==> src/rtl/lpc_pkg.sv <==
package lpc_pkg;
  typedef enum logic [1:0] {
    ST_RUN  = 2'd0,
    ST_STOP = 2'd1,
    ST_WAIT = 2'd2,
    ST_WAKE = 2'd3
  } lpc_state_e;
endpackage

==> src/rtl/lpc_mode_fsm.sv <==
module lpc_mode_fsm
  import lpc_pkg::*;
(
  input  logic clk,
  input  logic rst_n,
  input  logic stop_req,
  input  logic wait_req,
  input  logic wake_irq,
  input  logic ring_active,
  input  logic stab_done,
  output logic run_next,
  output logic is_run,
  output logic is_wake,
  output logic enter_stop,
  output logic osc_en
);
  lpc_state_e state_q, state_d;
  logic       osc_q;

  // Stop is blocked on the ring oscillator and has priority over wait.
  assign enter_stop = (state_q == ST_RUN) && stop_req && !ring_active;

  always_comb begin
    state_d = state_q;
    unique case (state_q)
      ST_RUN: begin
        if (enter_stop)    state_d = ST_STOP;
        else if (wait_req) state_d = ST_WAIT;
      end
      ST_STOP: if (wake_irq)  state_d = ST_WAKE;
      ST_WAIT: if (wake_irq)  state_d = ST_RUN;
      ST_WAKE: if (stab_done) state_d = ST_RUN;
      default: state_d = ST_RUN;
    endcase
  end

  always_ff @(posedge clk or negedge rst_n) begin
    if (!rst_n) begin
      state_q <= ST_RUN;
      osc_q   <= 1'b1;
    end else begin
      state_q <= state_d;
      if (enter_stop)                              osc_q <= 1'b0;
      else if (state_q == ST_STOP && state_d != ST_STOP) osc_q <= 1'b1;
    end
  end

  assign run_next = (state_d == ST_RUN);
  assign is_run   = (state_q == ST_RUN);
  assign is_wake  = (state_q == ST_WAKE);
  assign osc_en   = osc_q;
endmodule

==> src/rtl/lpc_stab_timer.sv <==
module lpc_stab_timer #(
  parameter int TMR_W      = 8,
  parameter int PRE_W      = 8,
  parameter int DIV        = 16,
  parameter int TMR_PRESET = 1,
  parameter int PRE_PRESET = 255
) (
  input  logic             clk,
  input  logic             rst_n,
  input  logic             count_en,
  input  logic             preset_load,
  input  logic             ld_fire,
  input  logic [TMR_W-1:0] ld_tmr,
  input  logic [PRE_W-1:0] ld_pre,
  output logic [TMR_W-1:0] tmr_val,
  output logic [PRE_W-1:0] pre_val,
  output logic             tmr_uf
);
  localparam int DIV_W = (DIV > 1) ? $clog2(DIV) : 1;
  localparam logic [DIV_W-1:0] DIV_LAST = DIV_W'(DIV - 1);

  logic [DIV_W-1:0] div_q;
  logic [TMR_W-1:0] tmr_q;
  logic [PRE_W-1:0] pre_q;
  logic             tick;
  logic             pre_wrap;

  assign tick     = count_en && (div_q == DIV_LAST);
  assign pre_wrap = tick && (pre_q == '0);
  assign tmr_uf   = pre_wrap && (tmr_q == '0);

  always_ff @(posedge clk or negedge rst_n) begin
    if (!rst_n)           div_q <= '0;
    else if (!count_en)   div_q <= '0;
    else if (tick)        div_q <= '0;
    else                  div_q <= div_q + 1'b1;
  end

  always_ff @(posedge clk or negedge rst_n) begin
    if (!rst_n) begin
      tmr_q <= '0;
      pre_q <= '0;
    end else if (preset_load) begin
      tmr_q <= TMR_W'(TMR_PRESET);
      pre_q <= PRE_W'(PRE_PRESET);
    end else if (ld_fire) begin
      tmr_q <= ld_tmr;
      pre_q <= ld_pre;
    end else if (tick) begin
      pre_q <= pre_q - 1'b1;
      if (pre_wrap) tmr_q <= tmr_q - 1'b1;
    end
  end

  assign tmr_val = tmr_q;
  assign pre_val = pre_q;
endmodule

==> src/rtl/lpc_clk_gate.sv <==
module lpc_clk_gate (
  input  logic clk,
  input  logic rst_n,
  input  logic run_next,
  output logic clk_out
);
  logic en_q;

  // Enable updates on the rising edge, while clk is high, so the OR output
  // stays high across the change and no short pulse can appear.
  always_ff @(posedge clk or negedge rst_n) begin
    if (!rst_n) en_q <= 1'b1;
    else        en_q <= run_next;
  end

  assign clk_out = clk | ~en_q;
endmodule

==> src/rtl/lpc_clock_ctrl.sv <==
module lpc_clock_ctrl #(
  parameter int TMR_W      = 8,
  parameter int PRE_W      = 8,
  parameter int DIV        = 16,
  parameter int TMR_PRESET = 1,
  parameter int PRE_PRESET = 255
) (
  input  logic             clk_osc,
  input  logic             rst_n,
  input  logic             stop_req,
  input  logic             wait_req,
  input  logic             wake_irq,
  input  logic             preset_hold,
  input  logic             ring_active,
  input  logic             ld_valid,
  output logic             ld_ready,
  input  logic [TMR_W-1:0] ld_tmr,
  input  logic [PRE_W-1:0] ld_pre,
  output logic             clk_cpu,
  output logic             osc_en,
  output logic [TMR_W-1:0] tmr_val,
  output logic [PRE_W-1:0] pre_val
);
  logic run_next, is_run, is_wake, enter_stop, stab_done;

  lpc_mode_fsm u_fsm (
    .clk        (clk_osc),
    .rst_n      (rst_n),
    .stop_req   (stop_req),
    .wait_req   (wait_req),
    .wake_irq   (wake_irq),
    .ring_active(ring_active),
    .stab_done  (stab_done),
    .run_next   (run_next),
    .is_run     (is_run),
    .is_wake    (is_wake),
    .enter_stop (enter_stop),
    .osc_en     (osc_en)
  );

  lpc_stab_timer #(
    .TMR_W(TMR_W), .PRE_W(PRE_W), .DIV(DIV),
    .TMR_PRESET(TMR_PRESET), .PRE_PRESET(PRE_PRESET)
  ) u_stab (
    .clk        (clk_osc),
    .rst_n      (rst_n),
    .count_en   (is_wake),
    .preset_load(enter_stop && !preset_hold),
    .ld_fire    (ld_valid && is_run),
    .ld_tmr     (ld_tmr),
    .ld_pre     (ld_pre),
    .tmr_val    (tmr_val),
    .pre_val    (pre_val),
    .tmr_uf     (stab_done)
  );

  lpc_clk_gate u_gate (
    .clk     (clk_osc),
    .rst_n   (rst_n),
    .run_next(run_next),
    .clk_out (clk_cpu)
  );

  assign ld_ready = is_run;
endmodule

==> config.mk <==
export PLATFORM = sky130hd
export DESIGN_NAME = lpc_clock_ctrl
export DESIGN_NICKNAME = d
export VERILOG_FILES = /design/src/rtl/lpc_pkg.sv /design/src/rtl/lpc_mode_fsm.sv /design/src/rtl/lpc_stab_timer.sv /design/src/rtl/lpc_clk_gate.sv /design/src/rtl/lpc_clock_ctrl.sv
export SDC_FILE = /design/constraint.sdc
export NUM_CORES = 1
export LEC_CHECK = 0
export BUFFER_PORTS_ARGS = -buffer_cell sky130_fd_sc_hd__buf_2
export CAP_MARGIN = 10
export CORE_MARGIN = 5
export CORE_UTILIZATION = 51
export CTS_BUF_LIST = sky130_fd_sc_hd__clkbuf_8
export CTS_CLUSTER_SIZE = 28
export DETAILED_ROUTE_END_ITERATION = 7
export HOLD_SLACK_MARGIN = 0.05
export PLACE_DENSITY = 0.8
export RECOVER_POWER = 50
export SETUP_SLACK_MARGIN = 0.4
export SYNTH_ARGS = -nofsm -noshare
export SYNTH_HDL_FRONTEND = slang
export SYNTH_SLANG_ARGS = --single-unit
==> constraint.sdc <==
create_clock -name clk_osc -period 2.9 [get_ports clk_osc]
set_input_delay 0.29 -clock clk_osc [delete_from_list [all_inputs] [get_ports clk_osc]]
set_output_delay 0.29 -clock clk_osc [all_outputs]
set_load 0.05 [all_outputs]
# [Word-level counts from Yosys, hierarchy flattened]
# Cells that the tools add are included.
[word_totals] output_inout_bits=19 ff_bits=24 elab_cells=51
[classes] muxes=17 n_bitwise=2 eq_ne=5 n_reduce_logical=18 n_addsub=3
[op_table] cell="$mux 8" n=7
[op_table] cell="$logic_not 8->1" n=2
[op_table] cell="$sub 8x1->8 const B" n=2
[op_table] cell="$mux 2" n=5
[op_table] cell="$logic_and 1x1->1" n=8
[op_table] cell="$mux 4" n=2
[op_table] cell="$pmux 2 s4" n=1
[op_table] cell="$reduce_bool 3->1" n=2
[op_table] cell="$add 4x1->4 const B" n=1
[op_table] cell="$eq 2x2->1 const B" n=2
[op_table] cell="$eq 4x4->1 const B" n=1
[op_table] cell="$logic_not 2->1" n=2
[op_table] cell="$eq 2x1->1 const B" n=1
[op_table] cell="$logic_not 1->1" n=2
[op_table] cell="$mux 1" n=2
[op_table] cell="$ne 2x1->1 const B" n=1
[op_table] cell="$reduce_and 2->1" n=1
[op_table] cell="$reduce_bool 2->1" n=1
[op_table] cell="$not 1->1" n=1
[op_table] cell="$or 1x1->1" n=1

# [Longest topological paths before layout]
# Gate-level depths: netlist of the first run.
[depth] word_depth=10 depth_mapped=7 depth_no_buf=7

# [Modules after synthesis]
# Synthesis of the first run repeated with hierarchy kept, for this count alone.
[hier_totals] hier_cells=156 area_unflattened_um2=1490.2
[by_module_without_submodules] module="lpc_stab_timer" area_each_um2=1255.0 instances=1 cells_per_inst=130 seq_area_each_um2=500.5
[by_module_without_submodules] module="lpc_mode_fsm" area_each_um2=182.7 instances=1 cells_per_inst=22 seq_area_each_um2=76.3
[by_module_without_submodules] module="lpc_clk_gate" area_each_um2=32.5 instances=1 cells_per_inst=2 seq_area_each_um2=26.3
[by_module_without_submodules] module="lpc_clock_ctrl" area_each_um2=20.0 instances=1 cells_per_inst=2 seq_area_each_um2=0.0

==> impl_metrics.json, run 1 <==
{
  "run_status": "finished, final reports clean",
  "antenna_found_initial": 0,
  "routedWlPerCell_microns": 14.7,
  "gp_congestion": 0.796,
  "ys_types": 37,
  "ir_drop_v": 0.000815,
  "worstSetupPathType": "clock port to primary output",
  "cp_slowest_stage_delay_ns": 0.21,
  "row_count": 18,
  "slew_violations": 0,
  "vias": 1262,
  "synth_cells": 149,
  "grt-ovfl-total": 0,
  "antenna_left": 0,
  "critPathSlowestCell": "buf_2",
  "synth.yosys.seq_area_share": 0.436,
  "nNetsFinal": 226,
  "grt_usage": 0.201,
  "fin_tns_setup_ns": 0,
  "syn-num-nets": 178,
  "worstPathArrival_ns": 2.00,
  "via_per_inst": 5.58,
  "cp_cell_sequence": "clkbuf_8 > clkbuf_8 > nand2b_1 > buf_2",
  "drt-total-wl_mm": 3.33,
  "design_area_sq_mm": 0.00172,
  "yosysWarnings": 0,
  "place_ws_ns": 0.848,
  "crit_path_end_kind": "primary output",
  "grt_first_pass_wirelength_mm": 5.45,
  "antenna_cells": 0,
  "crit_required_ns": 2.61,
  "p_sw_mw": 0.929,
  "synth.cell_area_sq_mm": 0.00138,
  "final_common_cell": "buf_2",
  "die_h_microns": 62.1,
  "cp_max_fo": 2,
  "p_int_mw": 0.949,
  "fp.coreArea_sq_mm": 0.00254,
  "grt_max_degree": 25,
  "comb_power_share": 0.464,
  "p_leak_nw": 0.753,
  "crit_start": "clk_osc",
  "hold_path_class": "primary input to flop",
  "io_pins": 43,
  "ff_latch_area_sq_um": 603,
  "cts_tree": "built",
  "drive_gt1_frac": 0.265,
  "setup_ws_ns": 0.611,
  "drt_iter0_drc": 53,
  "crit_family": "buffers and inverters",
  "clk_pin_slew_worst_paths_ns": 0.09,
  "slew-limit-headroom": 0.127,
  "start_util": 0.543,
  "cellPowerDensity_mw_per_mm2": 1090,
  "area_delta_synth_final_pct": 24.5,
  "dpl_cell_area_sq_mm": 0.00162,
  "hold_viol_final": 0,
  "swShare": 0.495,
  "multi_input_area_sq_um": 746,
  "grt_pass1_vias": 1234,
  "synth_area_per_cell_sq_um": 9.28,
  "cap_viol_max_count": 0,
  "cts_setup_buffers": 0,
  "cp-start-kind": "clock port",
  "rsz0062_at_grt": "false",
  "dieArea_sq_mm": 0.00385,
  "first_pass_iters": 4,
  "worst_pin_slew_ns": 1.31,
  "cp_common_cell": "clkbuf_8",
  "finalSetupViolations": 0,
  "p_clk_frac": 0.185,
  "min-delay-start": "ld_pre[1]",
  "io_buffers": 42,
  "clkLatencyLatePin_ns": 0.38,
  "fin_skew_ns": 0.00780,
  "route.detailed.drc": 0,
  "fillers": 213,
  "dp_hpwl_mm": 2.47,
  "seq_power_share": 0.350,
  "critPathBufInv": 3,
  "reg2reg_from": "u_fsm.state_q[1]",
  "final_cell_mix": "36 x buf_2, 22 x dfrtp_1, 19 x nor2_1",
  "dieWidth_microns": 62.1,
  "synth_seq_cells": 24
}
-- worst register-to-register path: stages, from the launching register on --
cell and delay [ns]:
dfrtp_1 0.50, nor2_1 0.29, nand2_1 0.49, nor2_1 0.23
a21oi_1 0.05, or2_2 0.29
-- metal layers --
layer	GRT usage	wire, microns	vias to the layer above
met2	0.299	1500	36
met4	0.0788	34	0
li1	-	-	624
met3	0.0764	233	4
met1	0.264	1560	598
met5	0	0	-
-- cell families (layout without fill, tap and decap cells) --
family,Yosys count,after routing,share of synthesized area
buffers and inverters,9,56,0.0244
AOI/OAI and AO/OA,32,32,0.132
adders and majority gates,5,5,0.0452
muxes,1,1,0.00814
DFF,24,24,0.436
xor gates and xnor gates,15,15,0.0950
and+or+nand+nor,63,63,0.259
-- per-stage QoR --
stage	cells	util	hold slack [ns]	power, mW
2_1_floorplan	149	-	-0.00559	1.33
3_3_place_gp	218	0.638	0.303	1.54
3_5_place_dp	218	0.638	0.309	1.56
4_1_cts	226	0.679	0.123	1.90
5_1_grt	226	0.677	0.141	1.99
6_report	226	0.677	0.119	1.88
-- Yosys cell counts, drive strengths merged --
cell type	n	area share
nand2	6	0.016
o211ai	1	0.0054
and3	3	0.014
dfstp	2	0.038
a31oi	1	0.0045
and3b	1	0.0063
xor2	5	0.032
a22oi	1	0.0054
dfrtp	22	0.40
o21a	1	0.0054
or2	2	0.0090
nand2b	2	0.0090
nor4	5	0.033
nand3	5	0.018
a311oi	1	0.0063
nand3b	1	0.0054
mux2	1	0.0081
xnor2	10	0.063
nor2	19	0.052
and4	1	0.0072
a32o	1	0.0072
a21o	1	0.0054
nand4b	1	0.0063
or3	1	0.0045
nor3	8	0.029
a21oi	12	0.043
ha	5	0.045
and2	1	0.0045
inv	5	0.014
nand4	3	0.024
clkbuf	4	0.011
or4	2	0.011
a211oi	1	0.0054
o21ai	12	0.043
nor2b	2	0.0090
-- flip-flops by register name, summed over array words and instances, names as in the netlist --
register	count
u_stab.pre_val	8
u_stab.tmr_val	8
u_stab.div_q	4
u_fsm.state_q	2
u_fsm.osc_en	1
u_gate.en_q	1
-- path summary, 6_finish.rpt --
| path | depth (start not counted) | to | slack [ns] |
|---|---|---|---|
| max | 4 | clk_cpu | 0.61 |
| min | 3 | u_stab.pre_val[1] | 0.12 |
| max reg2reg | 5 | u_stab.pre_val[6] | 0.95 |
| min reg2reg | 1 | u_stab.div_q[0] | 0.51 |
| max in group asynchronous | 2 | u_stab.tmr_val[6] | 1.41 |
| min in group asynchronous | 2 | u_stab.pre_val[4] | 0.71 |
-- area by class of cell --
class / count / area share
Timing Repair Buffer: 43 / 0.125
Tap cell: 30 / 0.0218
Inverter: 5 / 0.0109
Sequential cell: 24 / 0.350
Multi-Input combinational cell: 116 / 0.433
Clock buffer: 8 / 0.0589
-- power by group through the flow --
| stage | sequential [mW] | clock [mW] | combinational (mW) |
|---|---|---|---|
| 2_1_floorplan | 0.997 | 0.0118 | 0.319 |
| 3_3_place_gp | 0.651 | 0.0134 | 0.871 |
| 3_5_place_dp | 0.659 | 0.0134 | 0.888 |
| 4_1_cts | 0.656 | 0.354 | 0.892 |
| 5_1_grt | 0.683 | 0.371 | 0.941 |
| 6_report | 0.658 | 0.348 | 0.872 |
-- repair_timing --
item	CTS	global route
endpoints found under the setup margin	0	0
hold endpoints to repair	22	0
hold buffers	1	0
resized for setup	0	0
Power figures use the tool's default switching activity.
==> run 2: changes to the inputs <==
--- a/config.mk
+++ b/config.mk
@@ -5,6 +5,7 @@
 export SDC_FILE = /design/constraint.sdc
 export NUM_CORES = 1
 export LEC_CHECK = 0
+export ABC_AREA = 1
 export BUFFER_PORTS_ARGS = -buffer_cell sky130_fd_sc_hd__buf_2
 export CAP_MARGIN = 10
 export CORE_MARGIN = 5
@@ -13,7 +14,7 @@
 export CTS_CLUSTER_SIZE = 28
 export DETAILED_ROUTE_END_ITERATION = 7
 export HOLD_SLACK_MARGIN = 0.05
-export PLACE_DENSITY = 0.8
+export PLACE_DENSITY = 0.77
 export RECOVER_POWER = 50
 export SETUP_SLACK_MARGIN = 0.4
 export SYNTH_ARGS = -nofsm -noshare
==> constraint.sdc (replaced) <==
create_clock -name clk_osc -period 2.13 [get_ports clk_osc]
set_input_delay 0.213 -clock clk_osc [delete_from_list [all_inputs] [get_ports clk_osc]]
set_output_delay 0.213 -clock clk_osc [all_outputs]
set_load 0.05 [all_outputs]
==> impl_metrics.json, run 2 <==
{
  "row_count": 20,
  "dpl_cell_area_sq_mm": 0.00189,
  "grt_pass1_vias": 1579,
  "p_total_mw": 1.32,
  "fmax_ghz": 0.537,
  "crit_path_end_kind": "primary output",
  "io_buffers": 42,
  "cts_tree": "built",
  "cp_cell_sequence": "nor2_1 > buf_4 > buf_2",
  "antenna_left": 0,
  "synth_edf_count": 0,
  "ys_types": 30,
  "cap_viol_max_count": 0,
  "route.detailed.drc": 0,
  "layoutNonFillerInstCount": 324,
  "yosysWarnings": 0,
  "synth_seq_cells": 24,
  "critPathSlowestCell": "dfrtp_1",
  "synth_area_leader_cell": "dfrtp_1",
  "cp_slowest_stage_delay_ns": 0.45,
  "grt_max_degree": 26,
  "hold-path-endpoint": "u_fsm.osc_en",
  "antenna_cells": 0,
  "drt-total-wl_mm": 4.02,
  "worst_r2r_path_depth": 8,
  "syn-num-nets": 259,
  "synth_area_leaders": "dfrtp_1 33%, nand2_1 13%, nor2_1 7.0%",
  "fin_tns_setup_ns": 0,
  "root_buffer": "clkbuf_8",
  "synth_area_per_cell_sq_um": 7.24,
  "crit_start": "u_fsm.state_q[0]",
  "routedWlPerCell_microns": 12.4,
  "final_common_cell": "nand2_1",
  "synth_most_common_cell": "nand2_1",
  "asyncSetResetFlopFracSynth": 1.00,
  "cp-start-kind": "flop",
  "hold_viol_final": 0,
  "worst_pin_slew_ns": 1.31,
  "fillers": 300,
  "p_leak_nw": 1.11,
  "place_inst": 312,
  "worstPathArrival_ns": 1.65,
  "worstSetupPathType": "flop to primary output",
  "first_pass_iters": 4,
  "finalSetupViolations": 0,
  "dieArea_sq_mm": 0.00451,
  "reg2reg_from": "u_fsm.state_q[0]",
  "rsz0062_at_grt": "true",
  "min-delay-start": "stop_req",
  "vias": 1628,
  "rr_endpoint": "u_stab.pre_val[3]",
  "cellPowerDensity_mw_per_mm2": 645,
  "crit_required_ns": 1.92,
  "synth_cells": 230,
  "synth_flop_cell": "dfrtp_1",
  "io_pins": 43,
  "run_status": "finished, final reports clean",
  "via_per_inst": 5.02,
  "synth.cell_area_sq_mm": 0.00167,
  "drive_gt1_frac": 0.250,
  "grt_first_pass_wirelength_mm": 6.62,
  "clockBufferDepth": 2,
  "final_cell_mix": "57 x nand2_1, 35 x buf_2, 32 x nor2_1",
  "antenna_found_initial": 0,
  "nNetsFinal": 310,
  "fp.coreArea_sq_mm": 0.00310,
  "grt-ovfl-total": 0,
  "synth_top_area_frac": 0.331,
  "ys_top_cells_by_count": "58 x nand2_1, 31 x nor2_1, 26 x inv_1",
  "clk_pin_slew_worst_paths_ns": 0.11,
  "slew-limit-headroom": 0.128,
  "drt_iter0_drc": 126,
  "fin_skew_ns": 0.147,
  "ir_drop_v": 0.000358,
  "grt_util_met2": 0.323,
  "dieWidth_microns": 67.1,
  "numCtsBuffers": 3,
  "whs_ns": 0.0696,
  "reg2reg_setup_slack_ns": 0.43,
  "hold_path_class": "primary input to flop",
  "whs_path_depth": 4,
  "slew_violations": 0,
  "post-route-period-util": 0.874,
  "synth.yosys.seq_area_share": 0.362,
  "start_util": 0.537,
  "area_delta_synth_final_pct": 22.5,
  "gp_congestion": 0.874,
  "clkLatencyLatePin_ns": 0.52,
  "post-route-min-period_ns": 1.86,
  "dp_hpwl_mm": 2.91,
  "h-tree-depth": 1,
  "grt_usage": 0.190,
  "grt_util_met3": 0.0366,
  "use_met1": 0.234,
  "cp_max_fo": 5,
  "die_h_microns": 67.1,
  "busiest_layer": "met2",
  "design_area_sq_mm": 0.00204
}
run 2: power breakdown:
| group | internal, mW | total, mW | switching (mW) |
|---|---|---|---|
| clock | 0.296 | 0.536 | 0.241 |
| sequential | 0.492 | 0.533 | 0.0410 |
| combinational | 0.0761 | 0.246 | 0.170 |
run 2: per-layer routing:
layer	vias to the layer above	wire length, microns
li1	838	-
met1	725	1770
met2	59	1950
met3	6	250
met4	0	53
met5	-	0
run 2: critical path, delay by kind of cell, from the launching register on:
| kind | cells | cell delay [ns] |
|---|---|---|
| flops | 1 | 0.45 |
| simple gates | 1 | 0.37 |
| buf+inv | 2 | 0.46 |
run 2: final cells by class:
type                       count  area [sq um]  area share
multi-input combinational    174           925       0.453
sequential                    24           603       0.296
timing repair buffer          45           233       0.114
inverter                      27           104      0.0509
clock buffer                   8          98.8      0.0484
tap                           44          55.1      0.0270
clock inverter                 2          22.5      0.0110
run 2: metrics by stage:
step,worst slack [ns],utilization
finish,0.268,0.658
global route,0.239,0.658
CTS,0.369,0.647
detailed placement,0.531,0.610
global placement,0.568,0.610
floorplan,0.436,-
run 2: repair_timing:
action | in CTS | in global routing
hold endpoints to repair | 25 | 0
cloned | 0 | 0
resized for setup | 7 | 5
setup endpoints to repair | 1 | 4
pin swaps | 1 | 2
setup buffers | 3 | 3
hold buffers | 2 | 0
run 2: worst max-delay path by stage:
stage / to / slack [ns] / depth (start not counted)
3_3_place_gp: u_stab.pre_val[3] / 0.57 / 8
2_1_floorplan: u_stab.pre_val[2] / 0.44 / 8
3_5_place_dp: u_stab.pre_val[3] / 0.53 / 8
4_1_cts: clk_cpu / 0.37 / 5
5_1_grt: ld_ready / 0.24 / 3
6_report: ld_ready / 0.27 / 3
run 2: cell families after synthesis:
family                   count (synthesis)  synth area share
AO/OA/AOI/OAI                           32             0.113
XOR/XNOR                                 2            0.0105
adder cells (fa/ha/maj)                  5            0.0376
buffers and inverters                   32            0.0879
flip-flops                              24             0.362
AND/OR/NAND/NOR                        135             0.388
==> run 3: changes to the inputs <==
--- a/config.mk
+++ b/config.mk
@@ -15,7 +15,6 @@
 export DETAILED_ROUTE_END_ITERATION = 7
 export HOLD_SLACK_MARGIN = 0.05
 export PLACE_DENSITY = 0.77
-export RECOVER_POWER = 50
 export SETUP_SLACK_MARGIN = 0.4
 export SYNTH_ARGS = -nofsm -noshare
 export SYNTH_HDL_FRONTEND = slang
==> impl_metrics.json, run 3 (synthesis gave the netlist of run 2 again) <==
{
  "root_buffer": "clkbuf_8",
  "dieArea_sq_mm": 0.00451,
  "rsz0062_at_grt": "true",
  "reg2reg_setup_slack_ns": 0.58,
  "slew_violations": 0,
  "slew-limit-headroom": 0.637,
  "run_status": "finished, final reports clean",
  "worstPathArrival_ns": 1.52,
  "worstSetupPathType": "clock port to primary output",
  "worst_r2r_path_depth": 7,
  "fin_skew_ns": 0.147,
  "clockBufferDepth": 2,
  "cp_max_fo": 2,
  "drt-total-wl_mm": 4.02,
  "final_cell_mix": "57 x nand2_1, 41 x buf_2, 31 x nor2_1",
  "p_leak_nw": 1.11,
  "grt-ovfl-total": 0,
  "io_pins": 43,
  "grt_max_degree": 26,
  "crit_required_ns": 1.92,
  "final_common_cell": "nand2_1",
  "grt_usage": 0.190,
  "use_met1": 0.234,
  "cellPowerDensity_mw_per_mm2": 641,
  "drive_gt1_frac": 0.275,
  "numCtsBuffers": 3,
  "via_per_inst": 5.02,
  "dp_hpwl_mm": 2.91,
  "antenna_cells": 0,
  "whs_ns": 0.0729,
  "drt_iter0_drc": 100,
  "cts_tree": "built",
  "crit_path_end_kind": "primary output",
  "grt_first_pass_wirelength_mm": 6.62,
  "hold_viol_final": 0,
  "ir_drop_v": 0.000363,
  "antenna_found_initial": 0,
  "crit_start": "clk_osc",
  "area_delta_synth_final_pct": 23.4,
  "busiest_layer": "met2",
  "grt_util_met3": 0.0366,
  "worst_pin_slew_ns": 0.544,
  "gp_congestion": 0.874,
  "clk_pin_slew_worst_paths_ns": 0.06,
  "die_h_microns": 67.1,
  "first_pass_iters": 4,
  "dieWidth_microns": 67.1,
  "hold_path_class": "primary input to flop",
  "vias": 1626,
  "nNetsFinal": 310,
  "min-delay-start": "stop_req",
  "cp-start-kind": "clock port",
  "finalSetupViolations": 0,
  "grt_util_met2": 0.323,
  "cap_viol_max_count": 0,
  "whs_path_depth": 4,
  "fin_tns_setup_ns": 0,
  "reg2reg_from": "u_stab.div_q[1]",
  "row_count": 20,
  "h-tree-depth": 1,
  "start_util": 0.537,
  "grt_pass1_vias": 1579,
  "fp.coreArea_sq_mm": 0.00310,
  "route.detailed.drc": 0,
  "antenna_left": 0,
  "io_buffers": 42,
  "routedWlPerCell_microns": 12.4,
  "clkLatencyLatePin_ns": 0.51
}
==> run 3: cell types whose count changed in the layout (fill, tap and decap cells not counted) <==
cell / previous run / this run
buf_2: 35 / 41
clkbuf_1: 6 / 0
nor2_1: 32 / 31
nor2_4: 1 / 2
==> run 3: path summary, 6_finish.rpt <==
| path | endpoint |
|---|---|
| setup / recovery | clk_cpu |
| setup reg to reg | u_stab.tmr_val[7] |
| min in group asynchronous | u_stab.div_q[1] |
| max in group asynchronous | u_stab.tmr_val[7] |
| hold reg to reg | u_stab.div_q[0] |
| hold / removal | u_fsm.osc_en |
==> run 3: cell type report <==
class	instances	area (sq um)
Multi-Input combinational cell	174	932
Sequential cell	24	603
Inverter	27	104
Tap cell	44	55.1
Fill cell	294	1050
Clock buffer	8	98.8
Clock inverter	2	22.5
Timing Repair Buffer	45	240
==> run 3: through the flow <==
stage	power (mW)	std cells	utilization	setup slack [ns]	area, sq um
4_1_cts	1.24	321	0.647	0.369	2010
5_1_grt	1.39	324	0.663	0.380	2060
2_1_floorplan	0.712	230	-	0.436	1670
3_5_place_dp	0.792	312	0.610	0.531	1890
6_report	1.32	324	0.663	0.394	2060
3_3_place_gp	0.791	312	0.610	0.568	1890
==> run 3: timing repair <==
action	CTS	global route
pin swaps	1	2
hold buffers	2	0
setup endpoints to repair	1	4
gates resized for setup	7	5
setup buffers	3	3
hold endpoints to repair	25	0
==> run 3: worst max-delay path, cell delays in order <==
cell and delay, ns:
buf_8 0.10, clkbuf_16 0.14, clkinv_8 0.04, nand2_4 0.04, buf_8 0.14
==> run 3: report_power, final <==
group	internal (mW)	switching (mW)	leakage, nW
Combinational	0.0788	0.170	0.771
Clock	0.295	0.238	0.0743
Sequential	0.492	0.0417	0.269
Total	0.867	0.450	1.11
==> run 3: layer usage <==
metal  up-vias  routed length, microns
li1        836                       -
met1       731                    1790
met2        53                    1950
met3         6                     226
met4         0                      50
met5         -                       0
